==> config.mk <==
export PLATFORM = sky130hd
export DESIGN_NAME = gated_event_counter
export DESIGN_NICKNAME = d
export VERILOG_FILES = /design/src/rtl/gcnt_pkg.sv /design/src/rtl/gcnt_sync.sv /design/src/rtl/gcnt_period_timer.sv /design/src/rtl/gcnt_gate_mux.sv /design/src/rtl/gated_event_counter.sv
export SDC_FILE = /design/constraint.sdc
export NUM_CORES = 1
export LEC_CHECK = 0
export BUFFER_PORTS_ARGS = -buffer_cell sky130_fd_sc_hd__buf_2
export CORE_MARGIN = 5
export CORE_UTILIZATION = 57
export DETAILED_ROUTE_END_ITERATION = 8
export GPL_TIMING_DRIVEN = 0
export PLACE_DENSITY = 0.83
export SYNTH_ARGS = -nofsm -noshare
export SYNTH_HDL_FRONTEND = slang
export SYNTH_SLANG_ARGS = --single-unit
==> constraint.sdc <==
create_clock -name clk -period 4.7 [get_ports clk]
set_input_delay 0.47 -clock clk [delete_from_list [all_inputs] [get_ports clk]]
set_output_delay 0.47 -clock clk [all_outputs]
set_load 0.01 [all_outputs]
==> src/rtl/gcnt_pkg.sv <==
package gcnt_pkg;
  typedef enum logic [1:0] {
    GSRC_PIN   = 2'b00,
    GSRC_MATCH = 2'b01,
    GSRC_CMP_A = 2'b10,
    GSRC_CMP_B = 2'b11
  } gate_src_e;
endpackage

==> src/rtl/gcnt_sync.sv <==
module gcnt_sync #(
  parameter int STAGES = 2
) (
  input  logic clk,
  input  logic rst,
  input  logic async_i,
  output logic sync_o
);
  logic [STAGES-1:0] chain_q;

  always_ff @(posedge clk) begin
    if (rst) chain_q <= '0;
    else     chain_q <= {chain_q[STAGES-2:0], async_i};
  end

  assign sync_o = chain_q[STAGES-1];


  sync_clear_chk: assert property (@(posedge clk) rst |=> (chain_q == '0));
endmodule

==> src/rtl/gcnt_period_timer.sv <==
module gcnt_period_timer #(
  parameter int PER_W = 8
) (
  input  logic             clk,
  input  logic             rst,
  input  logic             tick_i,
  input  logic [PER_W-1:0] period_i,
  output logic             pulse_o
);
  logic [PER_W-1:0] cnt_q;
  logic             pulse_q;

  always_ff @(posedge clk) begin
    if (rst) begin
      cnt_q   <= '0;
      pulse_q <= 1'b0;
    end else if (tick_i) begin
      if (cnt_q == period_i) begin
        cnt_q   <= '0;
        pulse_q <= 1'b1;
      end else begin
        cnt_q   <= cnt_q + 1'b1;
        pulse_q <= 1'b0;
      end
    end
  end

  assign pulse_o = pulse_q;


  pulse_hold_chk: assert property (@(posedge clk) disable iff (rst)
    !tick_i |=> $stable(pulse_q));

  pulse_wrap_chk: assert property (@(posedge clk) disable iff (rst)
    pulse_q |-> (cnt_q == '0));
endmodule

==> src/rtl/gcnt_gate_mux.sv <==
module gcnt_gate_mux
  import gcnt_pkg::*;
(
  input  logic [1:0] sel_i,
  input  logic       pol_i,
  input  logic       pin_i,
  input  logic       match_i,
  input  logic       cmp_a_i,
  input  logic       cmp_b_i,
  output logic       gate_o
);
  logic src;

  always_comb begin
    unique case (gate_src_e'(sel_i))
      GSRC_PIN:   src = pin_i;
      GSRC_MATCH: src = match_i;
      GSRC_CMP_A: src = cmp_a_i;
      default:    src = cmp_b_i;
    endcase
  end

  assign gate_o = pol_i ? src : ~src;
endmodule

==> src/rtl/gated_event_counter.sv <==
module gated_event_counter #(
  parameter int CNT_W       = 16,
  parameter int PER_W       = 8,
  parameter int SYNC_STAGES = 2
) (
  input  logic             clk,
  input  logic             rst,
  input  logic             tick_i,
  input  logic             gate_pin_i,
  input  logic             cmp_a_i,
  input  logic             cmp_b_i,
  input  logic [1:0]       gate_sel_i,
  input  logic             gate_pol_i,
  input  logic [PER_W-1:0] period_i,
  output logic [CNT_W-1:0] count_o
);
  logic pin_sync;
  logic match_pulse;
  logic gate_en;
  logic [CNT_W-1:0] count_q;

  gcnt_sync #(.STAGES(SYNC_STAGES)) u_sync (
    .clk(clk), .rst(rst), .async_i(gate_pin_i), .sync_o(pin_sync)
  );

  gcnt_period_timer #(.PER_W(PER_W)) u_timer (
    .clk(clk), .rst(rst), .tick_i(tick_i), .period_i(period_i),
    .pulse_o(match_pulse)
  );

  gcnt_gate_mux u_mux (
    .sel_i(gate_sel_i), .pol_i(gate_pol_i), .pin_i(pin_sync),
    .match_i(match_pulse), .cmp_a_i(cmp_a_i), .cmp_b_i(cmp_b_i),
    .gate_o(gate_en)
  );

  always_ff @(posedge clk) begin
    if (rst)                    count_q <= '0;
    else if (tick_i && gate_en) count_q <= count_q + 1'b1;
  end

  assign count_o = count_q;


  count_idle_chk: assert property (@(posedge clk) disable iff (rst)
    !tick_i |=> $stable(count_q));

  count_step_chk: assert property (@(posedge clk) disable iff (rst)
    tick_i |=> (count_q == $past(count_q) || count_q == $past(count_q) + 1'b1));

  count_clear_chk: assert property (@(posedge clk) rst |=> (count_q == '0));
endmodule

==> flow_metrics.py <==
metrics = {
    "floorplanning": {
        "io_pins": 33,
        "start_util_pct": 60.6,
        "row_count": 18,
        "die_h_um": 61.5,
        "core_area_mm2": 0.00250,
        "dieArea_mm2": 0.00379,
        "die_w_um": 61.5,
    },
    "finish": {
        "fillCellCount": 205,
        "final_cell_area_mm2": 0.00174,
        "register_area_um2": 541,
        "layout_common_cells": "buf_2, dfxtp_1, nor2_1",
        "diodes": 0,
        "nets": 228,
        "final_common_cell": "buf_2",
        "area_delta_synth_final_pct": 14.9,
        "stdcell_count": 238,
        "drive_gt1_share_pct": 27.9,
        "multi_input_area_um2": 915,
    },
    "timing": {
        "slew_violations": 0,
        "maxClockFrequency_ghz": 0.555,
        "rsz0062_at_grt": "false",
        "finalHoldViolCount": 0,
        "clock_skew_ps": 3.61,
        "slew_headroom_pct": 38.0,
        "fin_crit_sh_pct": 38.3,
        "fin_crit_ps": 1800,
        "worstMarginPinSlew_ps": 922,
        "tns_ps": 0,
        "setup_violations": 0,
    },
    "grt": {
        "grt_pass1_wl_um": 5660,
        "grt_use_total_pct": 19.7,
        "grt_max_degree": 16,
        "antenna_found_initial": 0,
        "grt_overflow": 0,
        "grt_pass1_vias": 1341,
    },
    "synth": {
        "syn_nets": 191,
        "yosysWarningCount": 0,
        "synth_cell_types": 32,
        "syn_area_mm2": 0.00151,
        "seq_area_frac_synth_pct": 35.7,
        "avgSynthCellArea_um2": 8.80,
        "synth_seq_cells": 27,
        "syn_inst": 172,
    },
    "route": {
        "drtIter0Drc": 47,
        "wl_um": 3280,
        "num_vias": 1356,
        "drt_first_pass_iters": 4,
        "wl_per_cell_um": 13.8,
        "detail_route.drc_violations": 0,
        "avgViaCountPerCell": 5.70,
        "antenna_left": 0,
    },
    "placement": {
        "post-place-cells": 234,
        "gp_congestion": 0.822,
        "port_buffers": 32,
        "place_area_mm2": 0.00171,
        "place_hpwl_um": 2530,
    },
    "clocking": {
        "numCtsBuffers": 3,
        "cts_setup_buffers": 0,
        "path_clk_slew_ps": 160,
        "clockBufferDepth": 2,
        "htreeDepth": 1,
        "cts_tree": "built",
        "clock_latency_ps": 330,
        "postCtsResizedCells": 0,
        "cts_hold_buf": 0,
        "root_buffer": "clkbuf_4",
        "clock_sink_count": 27,
    },
    "pwr": {
        "leakage_nw": 0.752,
        "p_per_area_mw_per_mm2": 225,
        "vdd_drop_max_mv": 0.170,
    },
    "run_status": {
        "status": "completed",
    },
    "setup_path": {
        "cp-end-kind": "flop",
        "r2r_cells": 4,
        "critPathMaxFanout": 8,
        "worstPathArrival_ps": 2010,
        "crit_type": "flop to flop",
        "cp-start-kind": "flop",
        "critPathRequiredTime_ps": 4900,
    },
    "min_path": {
        "hp-class": "primary input to flop",
        "hold_depth": 2,
    },
    "flow_run": {
        "cap_violations": 0,
    },
}
-- routing by layer --
| metal | vias up | wire, µm | track usage, % | share of wire [%] |
|---|---|---|---|---|
| met5 | - | 0 | 0 | 0 |
| met4 | 0 | 28 | 5.76 | 0.85 |
| met3 | 4 | 203 | 3.56 | 6.2 |
| met2 | 47 | 1700 | 36.2 | 52 |
| met1 | 636 | 1350 | 23.0 | 41 |
| li1 | 669 | - | - | - |
-- final timing paths --
check,from,slack (ps),endpoint
worst max-delay path,u_timer.cnt_q[0],2900,u_timer.cnt_q[3]
worst min-delay path,gate_pin_i,340,u_sync.chain_q[0]
worst max register to register,u_timer.cnt_q[0],2900,u_timer.cnt_q[3]
worst min register to register,u_sync.chain_q[0],460,u_sync.chain_q[1]
-- cells in the mapped netlist (all sizes together) --
cell | n | area share (%)
a2111oi | 1 | 0.99
a211oi | 1 | 0.50
a21boi | 1 | 0.50
a21oi | 11 | 3.6
and2 | 2 | 0.83
and3 | 4 | 1.7
and3b | 2 | 1.2
and4 | 3 | 1.7
buf | 4 | 1.6
clkbuf | 5 | 1.3
dfxtp | 27 | 36
ha | 2 | 1.7
inv | 4 | 0.99
mux2 | 16 | 12
mux2i | 5 | 4.0
nand2 | 5 | 1.2
nand3 | 9 | 3.0
nand4 | 8 | 3.3
nor2 | 25 | 6.2
nor2b | 14 | 5.8
nor3 | 2 | 0.66
nor3b | 1 | 0.83
o21ai | 3 | 0.99
o31ai | 1 | 0.50
o32a | 1 | 0.66
xnor2 | 9 | 5.2
xor2 | 6 | 3.5
-- critical path: stages, from the launching register on --
cell	delay (ps)
dfxtp_1	490
xnor2_1	160
nand4_1	150
o31ai_1	770
nor2_1	110
-- per-stage QoR --
step                      hold WS, ps  power (mW)  worst slack (ps)  util (%)
after floorplan                   414       0.271              2940         -
after global placement            419       0.287              2670      68.5
after detailed placement          438       0.290              2630      68.5
after CTS                         344       0.392              2860      69.6
after global routing              358       0.411              2780      69.6
final                             339       0.392              2900      69.6
-- cell type report --
| class | instances | share of cell area, % |
|---|---|---|
| repair buffers | 32 | 9.21 |
| well taps | 30 | 2.16 |
| inverters | 4 | 0.863 |
| plain buffers | 9 | 2.52 |
| clock buffers | 3 | 1.29 |
| clock inverters | 1 | 0.288 |
| multi-input cells | 132 | 52.6 |
| flip-flops and latches | 27 | 31.1 |
-- cell families after synthesis --
| kind of cell | Yosys count | synth area share [%] |
|---|---|---|
| fa+ha+maj | 2 | 1.65 |
| buf+inv | 13 | 3.88 |
| simple gates | 75 | 26.4 |
| compound gates | 19 | 7.77 |
| flops | 27 | 35.7 |
| xor+xnor | 15 | 8.68 |
| mux | 21 | 16.0 |
-- sequential cells by signal, summed over array words and instances (netlist names) --
name,cells
count_o,16
u_sync.chain_q,2
u_timer.pulse_o,1
u_timer.cnt_q,8
-- power by group --
| part | internal [mW] | total [mW] | switching (mW) |
|---|---|---|---|
| combinational | 0.0213 | 0.0471 | 0.0258 |
| clock | 0.0319 | 0.106 | 0.0745 |
| sequential | 0.233 | 0.238 | 0.00495 |
No activity file was read; power rests on OpenSTA's default activity.
